[src/rtl/pn_pkg.sv]
package pn_pkg;
  localparam int unsigned MAX_LEN = 32;

  // One right-shifting Galois step on a zero-extended register.
  function automatic logic [MAX_LEN-1:0] galois_step(input logic [MAX_LEN-1:0] s,
                                                     input logic [MAX_LEN-1:0] m);
    return (s >> 1) ^ (s[0] ? m : '0);
  endfunction
endpackage

[src/rtl/pn_rate_div.sv]
module pn_rate_div #(
  parameter int unsigned DIV_N = 10
) (
  input  logic clk_i,
  input  logic rst_ni,
  input  logic stb_i,
  output logic tick_o
);
  localparam int unsigned CW = (DIV_N > 1) ? $clog2(DIV_N) : 1;
  localparam logic [CW-1:0] LAST = CW'(DIV_N - 1);

  logic [CW-1:0] cnt_q;

  assign tick_o = stb_i && (cnt_q == LAST);

  generate
    if (DIV_N > 1) begin : g_count
      always_ff @(posedge clk_i or negedge rst_ni) begin
        if (!rst_ni)     cnt_q <= '0;
        else if (tick_o) cnt_q <= '0;
        else if (stb_i)  cnt_q <= cnt_q + 1'b1;
      end
    end else begin : g_pass
      assign cnt_q = '0;
    end
  endgenerate
endmodule

[src/rtl/pn_galois_lfsr.sv]
module pn_galois_lfsr
  import pn_pkg::*;
#(
  parameter int unsigned     LEN  = 16,
  parameter logic [LEN-1:0]  MASK = 16'hB400,
  parameter logic [LEN-1:0]  SEED = 16'd3
) (
  input  logic           clk_i,
  input  logic           rst_ni,
  input  logic           adv_i,
  output logic [LEN-1:0] state_o
);
  logic [LEN-1:0]     state_q;
  logic [MAX_LEN-1:0] next_w;

  assign next_w  = galois_step(MAX_LEN'(state_q), MAX_LEN'(MASK));
  assign state_o = state_q;

  always_ff @(posedge clk_i or negedge rst_ni) begin
    if (!rst_ni)    state_q <= SEED;
    else if (adv_i) state_q <= next_w[LEN-1:0];
  end
endmodule

[src/rtl/pn_chip_gen.sv]
module pn_chip_gen #(
  parameter int unsigned  LEN   = 16,
  parameter logic [32:0]  POLY  = 33'h0_0001_6800,
  parameter logic [31:0]  SEED  = 32'd3,
  parameter int unsigned  DIV_N = 10
) (
  input  logic       clk_i,
  input  logic       rst_ni,
  input  logic       sample_stb_i,
  output logic       chip_o,
  output logic       chip_vld_o,
  output logic [3:0] dig_out_o
);
  localparam logic [32:0]    POLY_SH = POLY >> 1;
  localparam logic [LEN-1:0] MASK    = POLY_SH[LEN-1:0];
  localparam logic [LEN-1:0] SEED_L  = SEED[LEN-1:0];

  initial begin
    if (LEN < 2 || LEN > 32) $error("pn_chip_gen: LEN out of range");
    if (SEED_L == '0)        $error("pn_chip_gen: zero seed");
    if (DIV_N < 1)           $error("pn_chip_gen: DIV_N below 1");
  end

  logic           tick_w;
  logic [LEN-1:0] state_w;
  logic           chip_q, vld_q;

  pn_rate_div #(.DIV_N(DIV_N)) u_div (
    .clk_i (clk_i),
    .rst_ni(rst_ni),
    .stb_i (sample_stb_i),
    .tick_o(tick_w)
  );

  pn_galois_lfsr #(.LEN(LEN), .MASK(MASK), .SEED(SEED_L)) u_lfsr (
    .clk_i  (clk_i),
    .rst_ni (rst_ni),
    .adv_i  (tick_w),
    .state_o(state_w)
  );

  always_ff @(posedge clk_i or negedge rst_ni) begin
    if (!rst_ni) begin
      chip_q <= 1'b0;
      vld_q  <= 1'b0;
    end else begin
      vld_q <= tick_w;
      if (tick_w) chip_q <= state_w[0];
    end
  end

  assign chip_o     = chip_q;
  assign chip_vld_o = vld_q;
  assign dig_out_o  = {3'b000, chip_q};
endmodule

[config.mk]
export PLATFORM = sky130hd
export DESIGN_NAME = pn_chip_gen
export DESIGN_NICKNAME = d
export VERILOG_FILES = /design/src/rtl/pn_pkg.sv /design/src/rtl/pn_rate_div.sv /design/src/rtl/pn_galois_lfsr.sv /design/src/rtl/pn_chip_gen.sv
export SDC_FILE = /design/constraint.sdc
export NUM_CORES = 1
export LEC_CHECK = 0
export BUFFER_PORTS_ARGS = -buffer_cell sky130_fd_sc_hd__buf_2
export CAP_MARGIN = 20
export CORE_MARGIN = 8
export CORE_UTILIZATION = 41
export DETAILED_ROUTE_END_ITERATION = 7
export MAX_ROUTING_LAYER = met4
export PLACE_DENSITY = 0.57
export SYNTH_ARGS = -nofsm -noshare
export SYNTH_HDL_FRONTEND = slang
export SYNTH_SLANG_ARGS = --single-unit
[constraint.sdc]
create_clock -name clk_i -period 1.7 [get_ports clk_i]
set_clock_uncertainty 0.1 [all_clocks]
set_input_delay 0.17 -clock clk_i [delete_from_list [all_inputs] [get_ports clk_i]]
set_output_delay 0.17 -clock clk_i [all_outputs]
set_load 0.03 [all_outputs]
==> results of run 1 <==
-- worst max-delay path, delay by kind of cell (launching register included) --
kind | cells | cell delay, ns
and+or+nand+nor | 1 | 0.17
adders and majority gates | 1 | 0.17
AOI/OAI and AO/OA | 1 | 0.19
buffers and inverters | 2 | 0.28
DFF | 1 | 0.43
-- through the flow --
stage / cell area (um^2) / setup slack, ns
4_1_cts: 972 / 0.264
5_1_grt: 972 / 0.123
6_report: 972 / 0.290
3_5_place_dp: 936 / 0.295
2_1_floorplan: 933 / 0.385
3_3_place_gp: 936 / 0.347
-- cell type report --
| cell class | instances | area (um^2) |
|---|---|---|
| fill | 214 | 1200 |
| timing repair buffer | 8 | 50.0 |
| inverter | 2 | 7.51 |
| clock buffer | 4 | 26.3 |
| tap | 28 | 35.0 |
| multi-input combinational | 67 | 325 |
| sequential | 21 | 528 |
-- how the worst max path moves through the flow --
stage / from / to / slack [ns] / cells after the start
finish: u_div.cnt_q[1] / u_lfsr.state_o[10] / 0.29 / 5
global route: u_div.cnt_q[1] / u_lfsr.state_o[3] / 0.12 / 6
CTS: u_div.cnt_q[1] / u_lfsr.state_o[10] / 0.26 / 5
detailed placement: u_div.cnt_q[1] / u_lfsr.state_o[10] / 0.30 / 5
global placement: u_div.cnt_q[1] / u_lfsr.state_o[14] / 0.35 / 6
floorplan: u_div.cnt_q[1] / u_lfsr.state_o[15] / 0.38 / 7
-- flip-flops by register name, summed over array words and instances (netlist names) --
| signal | flops |
|---|---|
| u_lfsr.state_o | 16 |
| chip_vld_o | 1 |
| u_div.cnt_q | 4 |
-- power by group --
| group | internal, W | switching, W |
|---|---|---|
| Clock | 0.0000911 | 0.000135 |
| Combinational | 0.0000851 | 0.000106 |
| Sequential | 0.000551 | 0.0000527 |
-- layer usage --
metal / GRT usage [%] / share of wire (%) / up-vias
li1: - / - / 300
met5: - / 0 / -
met2: 11.3 / 46 / 7
met3: 3.71 / 4.7 / 0
met4: 4.18 / 0 / 0
met1: 8.31 / 49 / 265
-- logic make-up after synthesis --
group	share of synthesized area, %
AND/OR/NAND/NOR	22.2
flip-flops	57.0
buffers and inverters	8.65
AO/OA/AOI/OAI	4.32
XOR/XNOR	4.73
adder cells (fa/ha/maj)	2.70
other	0.405
-- cells in the final DEF (no fill, tap or decap) --
master / Yosys / final
ha_1: 2 / 2
xor2_1: 1 / 1
a21boi_0: 1 / 1
clkbuf_1: 0 / 1
buf_2: 0 / 5
nand4b_2: 1 / 1
inv_2: 1 / 1
inv_1: 1 / 1
conb_1: 1 / 3
and4b_1: 1 / 1
nor2_1: 3 / 3
buf_4: 4 / 2
dfstp_2: 2 / 2
a211oi_1: 1 / 1
xnor2_1: 4 / 4
o21ai_0: 5 / 5
clkbuf_4: 0 / 3
nand2_1: 45 / 45
dlygate4sd3_1: 0 / 1
dfrtp_1: 19 / 19
==> qor.yml, run 1 <==
floorplanning:
  fp.dieH_um: 63.5
  top_level_ports: 9
  die-area_mm2: 0.00403
  std_cell_rows: 17
  start_util_pct: 42.7
  fp.dieW_um: 63.5
  core_mm2: 0.00217
placed_design:
  dpl.cell_count: 125
  io_buffer_count: 5
  dp_hpwl_um: 944
  place.gp.congestion: 0.801
power:
  ir_drop_mv: 0.554
  leakagePower_nw: 0.524
  p_per_area_mw_per_mm2: 1050
  power.total_w: 0.00102
timing:
  hold_slack_ns: 0.0483
  post-route-period-util_pct: 82.9
  final_hold_viol_count: 0
  fin_crit_ns: 1.41
  tns_ns: 0
  setup_viol: 0
  max_freq_mhz: 709
  rsz0062_at_grt: "false"
  finalMaxSlewViolations: 0
logic_synthesis:
  yosys.area.top_type: "dfrtp_1"
  async_reset_ff_share_pct: 100
  yosys_warnings: 0
  synth_top_flop_cell: "dfrtp_1"
  synth.distinct_cells: 19
  synth-edff-count: 0
  netlist_top_cells_count: "45 x nand2_1, 19 x dfrtp_1, 5 x o21ai_0, 4 x buf_4, 4 x xnor2_1"
  synth_most_common_cell: "nand2_1"
  ys_ff_latch: 21
  netlist.area_leader.share_pct: 51.4
  synthCells: 96
  ys_seq_area_share_pct: 57.0
  synth.avg_cell_area_um2: 9.64
  netlist_area_um2: 926
  synth.area.top_cells: "dfrtp_1 51%, nand2_1 18%, dfstp_2 5.7%, xnor2_1 3.8%, buf_4 3.2%"
global_routing:
  grt_max_degree: 22
  grt_util_all_layers_pct: 7.66
  grt.overflow.total: 0
  grt_pass1_wl_mm: 2.42
  grt_pass1_vias: 578
  antenna_found_initial: 0
clocking:
  cts-hold-fix-buffers: 1
  tritoncts: "done"
  root_buffer: "clkbuf_4"
  post_cts_buffers: 0
  cts_resized: 0
  clk_pin_slew_ns: 0.11
  numCtsBuffers: 3
  htree_levels: 1
  clkLatencyLatePin_ns: 0.29
  clock_sinks: 21
  cts_max_path_buffers: 2
routing:
  drt_wl_total_mm: 1.28
  ant_nets: 0
  firstDrtPassIters: 4
  viasPerCell: 4.40
  num_vias: 572
  drt_iter0_markers: 4
  drc_errors: 0
  routedWlPerCell_um: 9.87
setup_path:
  worst-setup-path-type: "flop to flop"
  r2r_start: "u_div.cnt_q[1]"
  reg2reg_slack_ns: 0.29
  crit_path_end_kind: "flop"
  critPathSlowestCell: "dfrtp_1"
  crit_chain: "inv_1 > ha_1 > nand4b_2 > buf_4 > o21ai_0"
  arrival_ns: 1.52
  reg2reg_depth: 5
  timing.critical_path.fanout_max: 9
  crit_path_start_kind: "flop"
  cpPeakStageDelay_ns: 0.43
  critical_path_required_ns: 1.81
  reg2reg_to: "u_lfsr.state_o[10]"
finish:
  fin_nets: 108
  final_cells: 130
  postLayoutCoreUtil_pct: 44.8
  num_antenna_cells: 0
  area_growth_pct: 5.00
  drive_gt1_share_pct: 13.7
worst_hold_path:
  min_path_type: "input port to flop"
  min_from: "sample_stb_i"
  hold_path_depth: 2
  hold_end: "u_div.cnt_q[1]"
run:
  maxCapViolCount: 0
run_status:
  status: "finished clean"
Note: power is estimated with default switching activity, not from simulation.
==> inputs of run 2 (changes only) <==
Settings changed: PLACE_DENSITY 0.57 to 0.59.
Clock period 1.7 ns to 1.17 ns, I/O delays scaled along.
==> qor.yml, run 2 (synthesis results as in run 1) <==
floorplanning:
  top_level_ports: 9  # unchanged
  start_util_pct: 42.7  # unchanged
  std_cell_rows: 17  # unchanged
  die-area_mm2: 0.00403  # unchanged
  fp.dieH_um: 63.5  # unchanged
  core_mm2: 0.00217  # unchanged
  fp.dieW_um: 63.5  # unchanged
setup_path:
  crit_path_end_kind: "flop"
  arrival_ns: 1.44  # -0.08 ns
  critical_path_required_ns: 1.31  # -0.50 ns
  timing.critical_path.fanout_max: 8  # -1
  reg2reg_slack_ns: -0.13  # -0.42 ns
  crit_path_start_kind: "flop"
  worst-setup-path-type: "flop to flop"
run_status:
  status: "complete, but fails checks"
  violations: "negative setup slack"
clocking:
  cts_max_path_buffers: 2  # unchanged
  tritoncts: "done"
  clkLatencyLatePin_ns: 0.30  # about the same
  numCtsBuffers: 3  # unchanged
  clock_sinks: 21  # unchanged
  root_buffer: "clkbuf_4"
  htree_levels: 1  # unchanged
  clk_pin_slew_ns: 0.12  # about the same
placed_design:
  io_buffer_count: 5  # unchanged
  dp_hpwl_um: 944  # about the same
  place.gp.congestion: 0.716  # -11%
  postPlaceCellArea_um2: 970  # +3.6%
finish:
  final_area_mm2: 0.00106  # +9.5%
  multiInputGateArea_um2: 342  # +5.0%
  fillerInstances: 211  # -1.4%
  num_antenna_cells: 0  # unchanged
  fin_nets: 116  # +7.4%
  area_growth_pct: 15.0
  drive_gt1_share_pct: 22.7  # +9.0 points
  final_common_cell: "nand2_1"
  largest_register_ffs: 16  # unchanged
  ff_latch_area_um2: 528  # unchanged
  final_cell_mix: "45 x nand2_1, 19 x dfrtp_1, 8 x buf_4"
timing:
  tns_ns: -1.87  # -1.87 ns
  rsz0062_at_grt: "true"
  finalMaxSlewViolations: 0  # unchanged
  post-route-period-util_pct: 111  # +28 points
  finalWorstSetupSlack_ns: -0.125  # -0.415 ns
  max_freq_mhz: 772  # +8.9%
  setup_viol: 20  # +20
  final_hold_viol_count: 0  # unchanged
  fin_crit_ns: 1.30  # -0.115 ns
worst_hold_path:
  min_path_type: "input port to flop"
run:
  maxCapViolCount: 0  # unchanged
routing:
  num_vias: 616  # +7.7%
  viasPerCell: 4.46  # +1.4%
  drt_wl_total_mm: 1.49  # +16%
  drt_iter0_markers: 21  # +17
  ant_nets: 0  # unchanged
  routedWlPerCell_um: 10.8  # +9.5%
  firstDrtPassIters: 4  # unchanged
  drc_errors: 0  # unchanged
global_routing:
  grt.overflow.total: 0  # unchanged
  grt_pass1_wl_mm: 2.65  # +9.4%
  grt_max_degree: 22  # unchanged
  grt_pass1_vias: 613  # +6.1%
  antenna_found_initial: 0  # unchanged
  grt_util_all_layers_pct: 8.11  # +0.45 points
power:
  leakagePower_nw: 0.573  # +9.4%
  ir_drop_mv: 1.01  # +82%
  p_per_area_mw_per_mm2: 1610  # +53%
run 2: worst paths after layout:
kind,startpoint,to,cells after the start
max,u_div.cnt_q[1],u_lfsr.state_o[8],7
min,sample_stb_i,u_div.cnt_q[1],2
max reg2reg,u_div.cnt_q[1],u_lfsr.state_o[8],7
min reg2reg,u_lfsr.state_o[1],u_lfsr.state_o[0],2
max in group asynchronous,rst_ni,u_lfsr.state_o[0],2
min in group asynchronous,rst_ni,u_lfsr.state_o[13],2
run 2: critical path: stages, from the launching register on:
cell and delay (ns):
dfrtp_1 0.40, inv_1 0.06, ha_2 0.19, nand4b_4 0.11, buf_4 0.17, inv_6 0.08
nand2_1 0.07, nand2_1 0.06
run 2: repair_timing:
action,CTS,global route
setup endpoints to repair,20,22
pin swaps,1,0
buffers inserted,3,1
hold buffers,1,0
endpoints found under the hold margin,19,0
gates cloned,1,0
resized for setup,8,2
run 2: area by class of cell:
class / instances / area share, %
sequential: 21 / 49.6
clock inverter: 1 / 0.470
clock buffer: 3 / 2.12
multi-input combinational: 67 / 32.1
tap: 28 / 3.29
timing repair inverter: 1 / 0.823
timing repair buffer: 15 / 10.2
inverter: 2 / 1.41
run 2: through the flow:
stage	hold WS (ns)	instances	worst slack, ns	power, W	util [%]
2_1_floorplan	-0.279	98	-0.145	0.00115	-
6_report	0.00803	138	-0.125	0.00171	49.1
3_3_place_gp	-0.00271	128	-0.108	0.00130	44.7
5_1_grt	0.0147	138	-0.193	0.00183	49.1
3_5_place_dp	0.00359	128	-0.142	0.00131	44.7
4_1_cts	0.000814	137	-0.102	0.00173	48.6
run 2: where the power goes:
group	leakage (nW)	internal [W]	switching (W)	total (W)
Clock	0.0177	0.000127	0.000219	0.000346
Sequential	0.277	0.000801	0.0000577	0.000859
Combinational	0.279	0.000269	0.000240	0.000509
Total	0.573	0.00120	0.000517	0.00171
run 2: routing by layer:
metal,GRT usage [%],up-vias,share of wire (%)
li1,-,317,-
met1,9.77,293,51
met2,12.8,6,47
met3,2.30,0,2.2
met4,2.51,0,0
met5,-,-,0
